### src/rtl/clkgen_pkg.sv
package clkgen_pkg;

  // Strobes the prescaler control hands to the divider datapath.
  typedef struct packed {
    logic baseTick;  // last reference cycle of a base period
    logic midTick;   // middle reference cycle of a base period
  } clkStrobe_t;

endpackage

### src/rtl/clkgen_ctrl.sv
module clkgen_ctrl
  import clkgen_pkg::*;
#(
  parameter int PRE_DIV = 4
) (
  input  logic       clk,
  input  logic       rstN,
  output clkStrobe_t strb
);

  localparam int PRE_W = (PRE_DIV > 2) ? $clog2(PRE_DIV) : 1;
  localparam int MID   = PRE_DIV / 2 - 1;
  localparam int LAST  = PRE_DIV - 1;

  logic [PRE_W-1:0] preCnt;

  always_ff @(posedge clk or negedge rstN) begin
    if (!rstN) begin
      preCnt <= '0;
    end else if (preCnt == PRE_W'(LAST)) begin
      preCnt <= '0;
    end else begin
      preCnt <= preCnt + PRE_W'(1);
    end
  end

  always_comb begin
    strb.baseTick = (preCnt == PRE_W'(LAST));
    strb.midTick  = (preCnt == PRE_W'(MID));
  end

  // a base strobe is never followed by another in the next cycle
  a_r1_base_gap: assert property (@(posedge clk) disable iff (!rstN)
    strb.baseTick |=> !strb.baseTick);

endmodule

### src/rtl/clkgen_dp.sv
module clkgen_dp
  import clkgen_pkg::*;
#(
  parameter int SEL_W = 3
) (
  input  logic             clk,
  input  logic             rstN,
  input  clkStrobe_t       strb,
  input  logic [SEL_W-1:0] divSel,
  output logic             cpuHit,
  output logic             dbgHit
);

  localparam int CNT_W = (2 ** SEL_W) - 1;

  logic [SEL_W-1:0] activeSel;
  logic [CNT_W-1:0] cpuCnt;
  logic [CNT_W-1:0] cpuMask;
  logic [CNT_W-1:0] dbgMask;

  function automatic logic [CNT_W-1:0] lowMask(input logic [SEL_W-1:0] s);
    logic [CNT_W-1:0] m;
    m = '0;
    for (int i = 0; i < CNT_W; i++) begin
      if (i < int'(s)) m[i] = 1'b1;
    end
    return m;
  endfunction

  always_comb begin
    cpuMask = lowMask(activeSel);
    dbgMask = cpuMask >> 1;
    cpuHit  = strb.baseTick && (cpuCnt == cpuMask);
    if (activeSel == '0) begin
      dbgHit = strb.baseTick || strb.midTick;
    end else begin
      dbgHit = strb.baseTick && ((cpuCnt & dbgMask) == dbgMask);
    end
  end

  always_ff @(posedge clk or negedge rstN) begin
    if (!rstN) begin
      cpuCnt    <= '0;
      activeSel <= '0;
    end else if (strb.baseTick) begin
      if (cpuHit) begin
        cpuCnt    <= '0;
        activeSel <= divSel;
      end else begin
        cpuCnt <= cpuCnt + CNT_W'(1);
      end
    end
  end

  // processor strobe is one cycle wide
  a_r2_cpu_single: assert property (@(posedge clk) disable iff (!rstN)
    cpuHit |=> !cpuHit);

  // base-tick counter never runs past the current period
  a_r2_cnt_in_range: assert property (@(posedge clk) disable iff (!rstN)
    cpuCnt <= cpuMask);

  // active select only moves after a processor strobe
  a_r8_sel_hold: assert property (@(posedge clk) disable iff (!rstN)
    !cpuHit |=> $stable(activeSel));

endmodule

### src/rtl/clkgen_top.sv
module clkgen_top
  import clkgen_pkg::*;
#(
  parameter int PRE_DIV = 4,
  parameter int SEL_W   = 3
) (
  input  logic             clk,
  input  logic             rstN,
  input  logic [SEL_W-1:0] divSel,
  input  logic             dbgDisable,
  output logic             baseEn,
  output logic             cpuEn,
  output logic             dbgEn
);

  clkStrobe_t strb;
  logic       dbgRaw;

  clkgen_ctrl #(.PRE_DIV(PRE_DIV)) i_ctrl (
    .clk  (clk),
    .rstN (rstN),
    .strb (strb)
  );

  clkgen_dp #(.SEL_W(SEL_W)) i_dp (
    .clk    (clk),
    .rstN   (rstN),
    .strb   (strb),
    .divSel (divSel),
    .cpuHit (cpuEn),
    .dbgHit (dbgRaw)
  );

  assign baseEn = strb.baseTick;
  assign dbgEn  = dbgRaw && !dbgDisable;

  // processor strobe always lands on a base strobe
  a_r9_cpu_on_base: assert property (@(posedge clk) disable iff (!rstN)
    cpuEn |-> baseEn);

  // enabled debug strobe is present at every processor strobe
  a_r5_dbg_at_cpu: assert property (@(posedge clk) disable iff (!rstN)
    (cpuEn && !dbgDisable) |-> dbgEn);

endmodule

### config.mk
export PLATFORM = sky130hd
export DESIGN_NAME = clkgen_top
export DESIGN_NICKNAME = d
export VERILOG_FILES = /design/src/rtl/clkgen_pkg.sv /design/src/rtl/clkgen_ctrl.sv /design/src/rtl/clkgen_dp.sv /design/src/rtl/clkgen_top.sv
export SDC_FILE = /design/constraint.sdc
export NUM_CORES = 1
export LEC_CHECK = 0
export ABC_AREA = 1
export ABC_CLOCK_PERIOD_IN_PS = 1290
export BUFFER_PORTS_ARGS = -buffer_cell sky130_fd_sc_hd__buf_2
export CORE_ASPECT_RATIO = 0.6
export CORE_UTILIZATION = 39
export CTS_CLUSTER_DIAMETER = 100
export DETAILED_ROUTE_END_ITERATION = 10
export GPL_TIMING_DRIVEN = 0
export PLACE_DENSITY = 0.62
export SLEW_MARGIN = 20
export SYNTH_ARGS = -nofsm -noshare
export SYNTH_HDL_FRONTEND = slang
export SYNTH_SLANG_ARGS = --single-unit
### constraint.sdc
create_clock -name clk -period 1.29 [get_ports clk]
set_input_delay 0.1935 -clock clk [delete_from_list [all_inputs] [get_ports clk]]
set_output_delay 0.1935 -clock clk [all_outputs]
set_load 0.01 [all_outputs]
# After elaboration in Yosys (flattened, before gate mapping)
# Cells that the tools add are included.
word_totals:
  ff_bits: 12
  out_inout_bits: 3
  wordCells: 34
classes:
  addsub: 2
  n_lt_le_gt_ge: 7
  eq_ne: 4
  muxes: 10
  bitwise_logic: 1
  reduce_logical: 7
op_table:
  columns: ["operator", "n"]
  rows:
  - ["3-bit < comparator, first input constant", 3]
  - ["1-bit two-way mux", 8]
  - ["7-bit by 1-bit adder with 7-bit output, second input constant", 1]
  - ["7-bit by 6-bit bitwise AND with 7-bit output", 1]
  - ["7-bit by 6-bit equality test with 1-bit output", 1]
  - ["7-bit equality test", 1]
  - ["7-bit two-way mux", 1]
  - ["1-bit by 3-bit < comparator with 1-bit output, first input constant", 2]
  - ["2-bit by 3-bit < comparator with 1-bit output, first input constant", 2]
  - ["1-bit logical AND", 3]
  - ["3-bit zero test", 1]
  - ["2-bit by 1-bit adder with 2-bit output, second input constant", 1]
  - ["2-bit by 1-bit equality test with 1-bit output, second input constant", 1]
  - ["2-bit equality test, second input constant", 1]
  - ["2-bit two-way mux", 1]
  - ["2-bit AND reduction", 1]
  - ["1-bit zero test", 1]
  - ["1-bit logical OR", 1]

# Depth between registers and ports, before layout
# Gate-level depths: netlist of run 1.
logic_depth:
  ltp_word: 7
  depth_mapped: 10

# Hierarchy
# Synthesis of run 1 repeated with hierarchy kept, for this count alone.
unflattened:
  hier_cells: 117
  hier_area_um2: 838.3
by_module_without_submodules:
  columns: ["module", "instances", "cells_each", "area_per_inst_um2", "seq_area_each_um2"]
  rows:
  - ["clkgen_dp", 1, 108, 742.0, 250.2]
  - ["clkgen_ctrl", 1, 7, 86.3, 50.0]
  - ["clkgen_top", 1, 2, 10.0, 0.0]

# Worst setup path after synthesis of run 1
# OpenSTA, ideal clock, no wires.
synth_path:
  path_kind: "reg2out"
  startpoint: "register i_ctrl.preCnt[0]"
  endpoint: "output port cpuEn"
  arrival_time_ns: 1.255
  required_ns: 1.097
  setup_slack_ns: -0.159
  path_stages_with_launch: 8
  n_path_buf: 0
  path_cell_list: "dfrtp_1 -> ha_1 -> nand2_1 -> nor2_1 -> nand2_1 -> nor2_4 -> nand3_4 -> inv_6"
synth_between:
  elab_chain_len: 2
synth_rtl:
  columns: ["element", "line", "rtl"]
  rows:
  - ["from (decl)", "clkgen_ctrl.sv:15", "logic [PRE_W-1:0] preCnt;"]
  - ["from (signal assigned)", "clkgen_ctrl.sv:23", "preCnt <= preCnt + PRE_W'(1);"]
  - ["2-bit equality test", "clkgen_ctrl.sv:28", "strb.baseTick = (preCnt == PRE_W'(LAST));"]
  - ["named net baseEn", "clkgen_top.sv:11", "output logic baseEn,"]
  - ["1-bit logical AND", "clkgen_dp.sv:33", "cpuHit = strb.baseTick && (cpuCnt == cpuMask);"]
  - ["to (decl)", "clkgen_top.sv:12", "output logic cpuEn,"]
# The timed path passes the listed nets, and every way through them passes these cells.

# Worst setup path in the final report of run 1
layout_path:
  startpoint: "register i_dp.activeSel[2]"
  endpoint: "output port cpuEn"
layout_between:
  elab_chain_len: 4
  word_cells_on_any_way: 16
  cone_classes: "7 x order compare; 1 x eq/ne; 7 x mux; 1 x reduce/logical"
layout_rtl:
  columns: ["element", "line", "rtl"]
  rows:
  - ["from (decl)", "clkgen_dp.sv:16", "logic [SEL_W-1:0] activeSel;"]
  - ["from (signal assigned)", "clkgen_dp.sv:48", "activeSel <= divSel;"]
  - ["1-bit by 3-bit < comparator with 1-bit output, or another cell as far along", "clkgen_dp.sv:25", "if (i < int'(s)) m[i] = 1'b1;"]
  - ["1-bit two-way mux", "clkgen_dp.sv:25", null]
  - ["7-bit equality test (*)", "clkgen_dp.sv:33", null]
  - ["1-bit logical AND (*)", "clkgen_dp.sv:33", null]
# Mark *: on every way between the ends. The rest lies on a longest branch, timed or not.

==> results of run 1 <==
-- critical path: stages (launching register included) --
cell and delay, ns:
dfrtp_1 0.39, buf_6 0.14, nor2_4 0.14, nor2_1 0.05
nor2_1 0.12, nand2_1 0.10, nor2_4 0.12, nand3_4 0.10
clkinv_4 0.06, buf_6 0.09
-- cell type report --
class                      instances  area share, %
inverter                          15          5.724
tap                               28          3.271
clock buffer                       4          3.388
buffer                             1          1.051
multi-input combinational         86          46.50
sequential                        12          28.15
timing repair buffer              17          11.92
-- stage by stage --
step | instances | util, % | area, sq um
floorplan | 114 | - | 862.1
global placement | 150 | 48.39 | 937.1
detailed placement | 150 | 48.39 | 937.1
CTS | 163 | 54.97 | 1065
global route | 163 | 55.30 | 1071
finish | 163 | 55.30 | 1071
-- worst paths after layout --
check	startpoint	end	slack, ns	depth (start not counted)
max	i_dp.activeSel[2]$_DFFE_PN0P_	cpuEn	-0.49	9
min	divSel[1]	i_dp.activeSel[1]$_DFFE_PN0P_	0.16	3
max reg2reg	i_dp.activeSel[2]$_DFFE_PN0P_	i_dp.cpuCnt[4]$_DFFE_PN0P_	-0.44	13
min reg2reg	i_ctrl.preCnt[0]$_DFF_PN0_	i_ctrl.preCnt[0]$_DFF_PN0_	0.50	1
max in group asynchronous	rstN	i_dp.activeSel[1]$_DFFE_PN0P_	0.75	2
min in group asynchronous	rstN	i_dp.activeSel[2]$_DFFE_PN0P_	0.30	2
-- logic make-up (layout without fill, tap and decap cells) --
kind of cell             count (synthesis)  in the layout
AND/OR/NAND/NOR                         73             73
XOR/XNOR                                 3              3
adder cells (fa/ha/maj)                  3              3
flip-flops                              12             12
AO/OA/AOI/OAI                            7              7
buffers and inverters                   16             37
-- power breakdown --
group	internal (uW)	total, uW	switching (uW)	leakage, uW
clock network	172	322	150	0.0000210
logic	7.26	16.9	9.68	0.000411
registers	376	376	0	0.000137
total	555	715	160	0.000569
-- sequential cells by signal, indices dropped and copies added (netlist names) --
register,cells
i_dp.cpuCnt,7
i_dp.activeSel,3
i_ctrl.preCnt,2
-- timing repair --
action,CTS,global route
setup endpoints to repair,12,12
hold endpoints to repair,12,0
hold buffers,1,0
pin swaps,3,5
gates resized for setup,8,3
setup buffers,8,0
-- per-layer routing --
| metal | GRT usage, % | wire length [um] | vias up |
|---|---|---|---|
| met5 | 0 | 0 | - |
| met4 | 3.333 | 9 | 0 |
| met3 | 6.081 | 78 | 3 |
| met2 | 25.27 | 817 | 11 |
| met1 | 30.08 | 1053 | 361 |
| li1 | - | - | 396 |
-- placed cells by master, fill, tap and decap left out, types with 2 or more instances in the layout --
cell type   n
dfrtp_1    11
nor2_1     11
nor2_2      5
nand2_2     2
buf_4       5
ha_1        2
buf_2       7
nand2_1    38
nand3_1     5
clkbuf_4    3
buf_6       5
nand4_1     4
o21ai_1     2
inv_1      10
inv_2       4
a21oi_1     2
nor2_4      3
xor2_1      3
==> reports/results.tsv, run 1 <==
metric	value	unit
status	complete, but fails checks	
failing checks	setup timing	
count leader, synth	nand2_1	
Nets	145	
register area share after synthesis	35.56	%
adder-cell share of the synthesized area	4.444	%
Mapped Area	844.6	sq um
pwr dens	667.3	nW/um^2
I/O Buffers	8	
ys async rst share	100.0	%
compound-cell area share of the yosys netlist	4.444	%
max-cap violations	0	
H-tree levels	1	
hpwl dp	1379	um
ranking of synthesized cells by area	dfrtp_1 36%, nand2_1 17%, inv_1 5.3%	
Crit. End Element	output pin	
First-pass DRT Iterations	4	
Worst-Skew Late Latency	0.29	ns
CTS tree	done	
Worst VDD drop	0.3741	mV
initial antenna violation count	0	
mux cell area share after synthesis	0	%
Max Clock Freq	562.1	MHz
share of the synthesized area in the top cell type	35.56	%
critical path startpoint category	flip-flop	
largest family of logic cells by synthesized area	simple AND/OR/NAND/NOR gates	
crit share post-route	137.9	%
vias in the first global route	636	
Cells after Synth	114	
clk_skew	0.01024	ns
ANT cells	0	
Initial Util	43.60	%
area grow syn2layout	26.82	%
syn_nets	123	
Fill cells	179	
Die X	62.08	um
Seq cells post-synth	12	
Num CTS Buffers	3	
setup total negative slack	-4.258	ns
XOR/XNOR share of the synthesized area	3.111	%
Synth area leader	dfrtp_1	
clk buf depth	2	
Root Buffer	clkbuf_4	
final worst slack	-0.4890	ns
height of the die	38.05	um
Synth Area per Inst	7.408	sq um
Worst-Margin Slew	0.3206	ns
crit path DAT	1.59	ns
Pleak	0.0005690	uW
via/cell ratio	4.730	
YS warnings	0	
GRT Overall Usage	19.28	%
GP Congestion	0.9552	
synth cell count leaders	38 x nand2_1, 12 x dfrtp_1, 12 x inv_1	
ANT nets after route	0	
DR DRC count	0	
Routed WL per cell	12.02	um
top_reg_cell synth	dfrtp_1	
largest net degree at the start of global routing	13	
drt initial violations	56	
minimum clock period	1.779	ns
core area	1937	sq um
hold slack	0.1600	ns
number of I/O pins	9	
CTS clk-pin slew, worst paths	0.09	ns
simple-gate share of the synthesized area	43.85	%
setup slack at placement	-0.3569	ns
Slew headroom	78.51	%
total area of sequential cells	301.5	sq um
hold crit path type	input port to flip-flop	
Multi-input gate area	498.0	sq um
Setup CP Type	flip-flop to output pin	
Post-synth EDFFs	0	
final hold violation count	0	
Final Max Tran Viols	0	
WP data required	1.10	ns
gr ovfl total	0	
first-pass GRT wire length	3049	um
Die Area	2362	sq um
vias post-DR	771	
Rows	12	
maximum fanout along the worst path	7	
final wirelength	1959	um
CTS sink cnt	12	
layout cells sized above 1	32.59	%
Final Power	714.7	uW
Finish-stage setup viols	12	
Distinct cells, synth	22	
unrepaired setup endpoints after global routing	yes	
(Power assumes the default switching activity.)
==> inputs of run 2 (changes only) <==
--- a/config.mk
+++ b/config.mk
@@ -10,6 +10,7 @@
 export BUFFER_PORTS_ARGS = -buffer_cell sky130_fd_sc_hd__buf_2
 export CORE_ASPECT_RATIO = 0.6
 export CORE_UTILIZATION = 39
+export CTS_BUF_LIST = sky130_fd_sc_hd__clkbuf_16
 export CTS_CLUSTER_DIAMETER = 100
 export DETAILED_ROUTE_END_ITERATION = 10
 export GPL_TIMING_DRIVEN = 0
==> run 2 against run 1 <==
Effect of this change: the flow still finishes with violations (setup timing); setup slack better by 0.075 ns; critical path depth did not move; sequential power barely moved; hold slack better by 0.058 ns; global-route usage is 0.88 points higher.
==> reports/results.tsv, run 2 (synthesis results as in run 1) <==
metric	value	unit	change
CTS sink cnt	12		unchanged
Crit. End Element	output pin		
pwr dens	895.7	nW/um^2	+34%
core area	1937	sq um	unchanged
final hold violation count	0		unchanged
critical path startpoint category	flip-flop		
Worst-Margin Slew	0.2893	ns	-0.03132 ns
vias post-DR	774		+0.39%
Worst VDD drop	0.6436	mV	+72%
Rows	12		unchanged
final worst slack	-0.4137	ns	+0.07529 ns
max-cap violations	0		unchanged
initial antenna violation count	0		unchanged
Regs by FF count	i_dp.cpuCnt: 7 flops, i_dp.activeSel: 3 flops, i_ctrl.preCnt: 2 flops		
layout cells sized above 1	31.58	%	-1.0 points
status	complete, but fails checks		
Slew headroom	80.72	%	+2.2 points
Net Sw Power	187.3	uW	+17%
Finish-stage setup viols	12		unchanged
crit share post-route	132.1	%	-5.8 points
most frequent cells in the layout	36 x nand2_1, 11 x dfrtp_1, 10 x inv_1, 10 x nor2_1, 7 x buf_2		
design area	1096	sq um	+2.3%
Fill cells	179		unchanged
CTS tree	done		
vias in the first global route	649		+2.0%
via/cell ratio	4.807		+1.6%
drt initial violations	49		-13%
height of the die	38.05	um	unchanged
final wirelength	1993	um	+1.7%
Logic pwr share	1.7	%	-0.7 points
Worst-Skew Late Latency	0.24	ns	-0.05 ns
FF-to-FF setup slack	-0.25	ns	+0.19 ns
ANT nets after route	0		unchanged
Routed WL per cell	12.38	um	+3.0%
unrepaired setup endpoints after global routing	yes		
DR DRC count	0		unchanged
GP Congestion	0.9552		unchanged
GRT Overall Usage	20.16	%	+0.88 points
Initial Util	43.60	%	unchanged
gr ovfl total	0		unchanged
area grow syn2layout	29.78	%	
sequential share of power	38.5	%	-14 points
Final Util	56.59	%	+1.3 points
r2r endpoint	i_dp.cpuCnt[4]$_DFFE_PN0P_		
Setup CP Type	flip-flop to output pin		
Final Max Tran Viols	0		unchanged
max reg flops	7		unchanged
Num CTS Buffers	3		unchanged
Top reg by flops	i_dp.cpuCnt		
Pleak	0.0005908	uW	+3.8%
clk buf depth	2		unchanged
ANT cells	0		unchanged
WP data required	1.10	ns	about the same
Nets	143		-1.4%
clk_skew	0.004406	ns	-0.005832 ns
placed instance area	937.1	sq um	unchanged
hold crit path type	input port to flip-flop		
Max Clock Freq	586.9	MHz	+4.4%
CTS clk-pin slew, worst paths	0.05	ns	-0.04 ns
Pint	794.4	uW	+43%
hpwl dp	1379	um	unchanged
Die Area	2362	sq um	unchanged
Root Buffer	clkbuf_16		
crit path DAT	1.51	ns	-0.08 ns
I/O Buffers	8		unchanged
Final Power	981.7	uW	+37%
First-pass DRT Iterations	4		unchanged
hold path depth	3		unchanged
number of I/O pins	9		unchanged
Clock Power Share	59.9	%	+15 points
H-tree levels	1		unchanged
failing checks	setup timing		
R2R Path Start	i_dp.activeSel[2]$_DFFE_PN0P_		
Sw Ratio	19.08	%	-3.3 points
minimum clock period	1.704	ns	-0.07529 ns
worst reg2reg path depth	11		-2
most common cell after layout, fill and taps aside	nand2_1		
largest net degree at the start of global routing	13		unchanged
maximum fanout along the worst path	7		unchanged
end of the worst hold path	i_dp.activeSel[2]$_DFFE_PN0P_		
Die X	62.08	um	unchanged
first-pass GRT wire length	3139	um	+3.0%
Hold Startpoint	divSel[2]		
## run 2: cell count changes in the layout (fill, tap and decap cells not counted), moves of 2 or more
cell | previous run | this run
clkbuf_16 | 0 | 3
clkbuf_4 | 3 | 0
nand2_1 | 38 | 36
buf_6 | 5 | 3
nand2_2 | 2 | 4
## run 2: worst max path at each step
stage,to,from,cells after the start,slack (ns)
floorplan,cpuEn,i_dp.activeSel[2]$_DFFE_PN0P_,8,-0.04
global placement,cpuEn,i_dp.activeSel[1]$_DFFE_PN0P_,9,-0.34
detailed placement,cpuEn,i_dp.activeSel[1]$_DFFE_PN0P_,9,-0.36
CTS,cpuEn,i_dp.activeSel[2]$_DFFE_PN0P_,9,-0.44
global route,cpuEn,i_dp.activeSel[2]$_DFFE_PN0P_,9,-0.49
finish,cpuEn,i_dp.activeSel[2]$_DFFE_PN0P_,9,-0.41
## run 2: power by group through the flow
stage	logic [uW]	clock network [uW]	registers [uW]
6_report	16.6	588	377
5_1_grt	19.3	621	377
4_1_cts	17.3	600	377
3_5_place_dp	14.9	0	383
3_3_place_gp	15.3	0	383
2_1_floorplan	0.00450	0	383
## run 2: layout make-up
| cell class | instances | area, sq um | share of cell area [%] |
|---|---|---|---|
| Tap cell | 28 | 35.03 | 3.196 |
| Sequential cell | 12 | 301.5 | 27.51 |
| Multi-Input combinational cell | 86 | 503.0 | 45.89 |
| Timing Repair Buffer | 15 | 105.1 | 9.589 |
| Inverter | 15 | 61.31 | 5.594 |
| Clock buffer | 3 | 75.07 | 6.849 |
| Clock inverter | 1 | 3.754 | 0.3425 |
| Buffer | 1 | 11.26 | 1.027 |
## run 2: stage by stage
| step | setup WS, ns | instances | hold slack, ns | TNS [ns] |
|---|---|---|---|---|
| final | -0.4137 | 161 | 0.2183 | -3.043 |
| after detailed placement | -0.3569 | 150 | 0.09294 | -2.209 |
| after floorplan | -0.03732 | 114 | -0.1021 | -0.03732 |
| after global placement | -0.3396 | 150 | 0.09757 | -1.938 |
| after global routing | -0.4869 | 161 | 0.2353 | -3.976 |
| after CTS | -0.4416 | 162 | 0.2048 | -3.759 |
## run 2: per-layer routing
metal  track usage, %  vias to the layer above  share of wire [%]
met5                0                        -                  0
met4            6.667                        0               0.60
met3            6.081                        2                4.6
met2            26.33                       15                 42
met1            30.50                      364                 52
li1                 -                      393                  -
## run 2: repair_timing
action	4_1_cts	5_1_grt
endpoints found under the hold margin	12	0
endpoints found under the setup margin	12	12
setup buffers	7	2
pin swaps	2	5
hold buffers	1	0
gates resized for setup	6	7
## run 2: critical path, stage by stage, from the launching register on
cell	delay, ns
dfrtp_1	0.37
buf_6	0.14
nor2_4	0.14
nor2_1	0.06
nor2_1	0.10
nand2_1	0.08
nor2_4	0.12
nand3_4	0.10
clkinv_4	0.06
buf_6	0.09
==> inputs of run 3 (changes only) <==
==> constraint.sdc (replaced) <==
create_clock -name clk -period 1.29 [get_ports clk]
set_input_delay 0.258 -clock clk [delete_from_list [all_inputs] [get_ports clk]]
set_output_delay 0.258 -clock clk [all_outputs]
set_load 0.01 [all_outputs]
==> run 3 against run 2 <==
Effect of this change: the flow still finishes with violations (setup timing); setup slack worse by 0.065 ns; critical path depth stayed put; die area stayed put; highest routed layer unchanged; combinational power hardly changed; flip-flop and latch count stayed put; clock-buffer cell count stayed put; power hardly changed; sequential power hardly changed; non-clock buffer count is 3 higher; largest power group unchanged; wire length is 0.50% higher.
==> reports/results.tsv, run 3 (synthesis results as in run 1) <==
metric	value	unit	change
Final Max Tran Viols	0		unchanged
DR DRC count	0		unchanged
Die X	62.08	um	unchanged
vias post-DR	782		+1.0%
maximum fanout along the worst path	7		unchanged
initial antenna violation count	0		unchanged
Pleak	0.0005941	uW	+0.55%
vias in the first global route	645		-0.62%
ANT cells	0		unchanged
height of the die	38.05	um	unchanged
via/cell ratio	4.768		-0.81%
Die Area	2362	sq um	unchanged
GP Congestion	0.9552		unchanged
Max Clock Freq	565.4	MHz	-3.7%
largest net degree at the start of global routing	13		unchanged
hpwl dp	1379	um	unchanged
Top reg by flops	i_dp.cpuCnt		
status	complete, but fails checks		
worst reg2reg path depth	12		+1
drt initial violations	47		-4.1%
CTS tree	done		
failing checks	setup timing		
Worst-Skew Late Latency	0.24	ns	about the same
hold crit path type	input port to flip-flop		
layout cells sized above 1	33.82	%	+2.2 points
most common cell after layout, fill and taps aside	nand2_1		
most frequent cells in the layout	36 x nand2_1, 11 x dfrtp_1, 10 x inv_1		
Setup CP Type	flip-flop to output pin		
number of I/O pins	9		unchanged
CTS sink cnt	12		unchanged
First-pass DRT Iterations	4		unchanged
Nets	146		+2.1%
max-cap violations	0		unchanged
pwr dens	872.5	nW/um^2	-2.6%
Num CTS Buffers	3		unchanged
Finish-stage setup viols	12		unchanged
clk_skew	0.003783	ns	-0.0006225 ns
Worst VDD drop	0.6465	mV	+0.45%
Routed WL per cell	12.21	um	-1.3%
area grow syn2layout	33.33	%	
first-pass GRT wire length	3105	um	-1.1%
dpl cells	150		unchanged
core area	1937	sq um	unchanged
hold path depth	3		unchanged
Crit. End Element	output pin		
unrepaired setup endpoints after global routing	yes		
GRT Overall Usage	19.87	%	-0.29 points
minimum clock period	1.769	ns	+0.06491 ns
critical path startpoint category	flip-flop		
Final Non-Filler Cells	164		+1.9%
Rows	12		unchanged
WP data required	1.03	ns	-0.07 ns
final worst slack	-0.4787	ns	-0.06491 ns
CTS clk-pin slew, worst paths	0.05	ns	about the same
placed instance area	937.1	sq um	unchanged
Regs by FF count	i_dp.cpuCnt: 7 flops, i_dp.activeSel: 3 flops, i_ctrl.preCnt: 2 flops		
Slew headroom	79.70	%	-1.0 points
ANT nets after route	0		unchanged
final hold violation count	0		unchanged
Root Buffer	clkbuf_16		
gr ovfl total	0		unchanged
clk buf depth	2		unchanged
hold slack	0.2823	ns	+0.06402 ns
Worst-Margin Slew	0.3028	ns	+0.01352 ns
crit path DAT	1.51	ns	about the same
final wirelength	2003	um	+0.50%
design area	1126	sq um	+2.7%
max reg flops	7		unchanged
Initial Util	43.60	%	unchanged
crit share post-route	137.1	%	+5.0 points
I/O Buffers	8		unchanged
H-tree levels	1		unchanged
-- run 3: path summary, 6_finish.rpt --
| path | start | slack (ns) | end |
|---|---|---|---|
| worst max-delay path | i_dp.activeSel[2]$_DFFE_PN0P_ | -0.48 | cpuEn |
| worst min-delay path | divSel[2] | 0.28 | i_dp.activeSel[2]$_DFFE_PN0P_ |
| worst max register to register | i_dp.activeSel[2]$_DFFE_PN0P_ | -0.41 | i_dp.cpuCnt[5]$_DFFE_PN0P_ |
| worst min register to register | i_ctrl.preCnt[0]$_DFF_PN0_ | 0.49 | i_ctrl.preCnt[0]$_DFF_PN0_ |
| max in group asynchronous | rstN | 0.63 | i_dp.activeSel[1]$_DFFE_PN0P_ |
| min in group asynchronous | rstN | 0.42 | i_dp.activeSel[2]$_DFFE_PN0P_ |
-- run 3: layout make-up --
type,instances,area [sq um]
plain buffers,1,11.26
clock buffers,3,75.07
clock inverters,1,3.754
fillers,172,810.8
inverters,15,61.31
multi-input cells,86,499.2
flip-flops and latches,12,301.5
well taps,28,35.03
repair buffers,18,138.9
-- run 3: repair_timing --
action                                  CTS  global route
pin swaps                                 2             7
hold endpoints to repair                 12             0
setup buffers                             8             5
endpoints found under the setup margin   12            12
gates resized for setup                   7            10
hold buffers                              1             0
-- run 3: power by group --
part	total (uW)	switching, uW	internal, uW
clock network	589	179	410
logic	16.5	9.24	7.23
registers	377	0	377
-- run 3: per-layer routing --
layer / part of all wire (%) / vias to the layer above / global-route usage [%] / wire length [um]
met2: 43 / 16 / 25.53 / 856
met1: 53 / 366 / 30.29 / 1060
li1: - / 398 / - / -
met3: 3.7 / 2 / 6.081 / 74
met4: 0.60 / 0 / 6.667 / 12
met5: 0 / - / 0 / 0
-- run 3: stage by stage --
| step | power (uW) | setup slack [ns] | TNS (ns) | utilization (%) |
|---|---|---|---|---|
| 2_1_floorplan | 383.4 | -0.1018 | -0.1018 | - |
| 3_3_place_gp | 398.5 | -0.4041 | -2.067 | 48.39 |
| 3_5_place_dp | 398.2 | -0.4214 | -2.338 | 48.39 |
| 4_1_cts | 994.9 | -0.5061 | -4.287 | 57.04 |
| 5_1_grt | 1017 | -0.5536 | -4.982 | 58.14 |
| 6_report | 982.5 | -0.4787 | -3.950 | 58.14 |
-- run 3: worst max-delay path: stages, from the launching register on --
cell,delay [ns]
dfrtp_1,0.37
buf_6,0.14
nor2_4,0.14
nor2_1,0.06
nor2_1,0.10
nand2_1,0.08
nor2_4,0.12
nand3_4,0.10
clkinv_4,0.07
buf_6,0.09
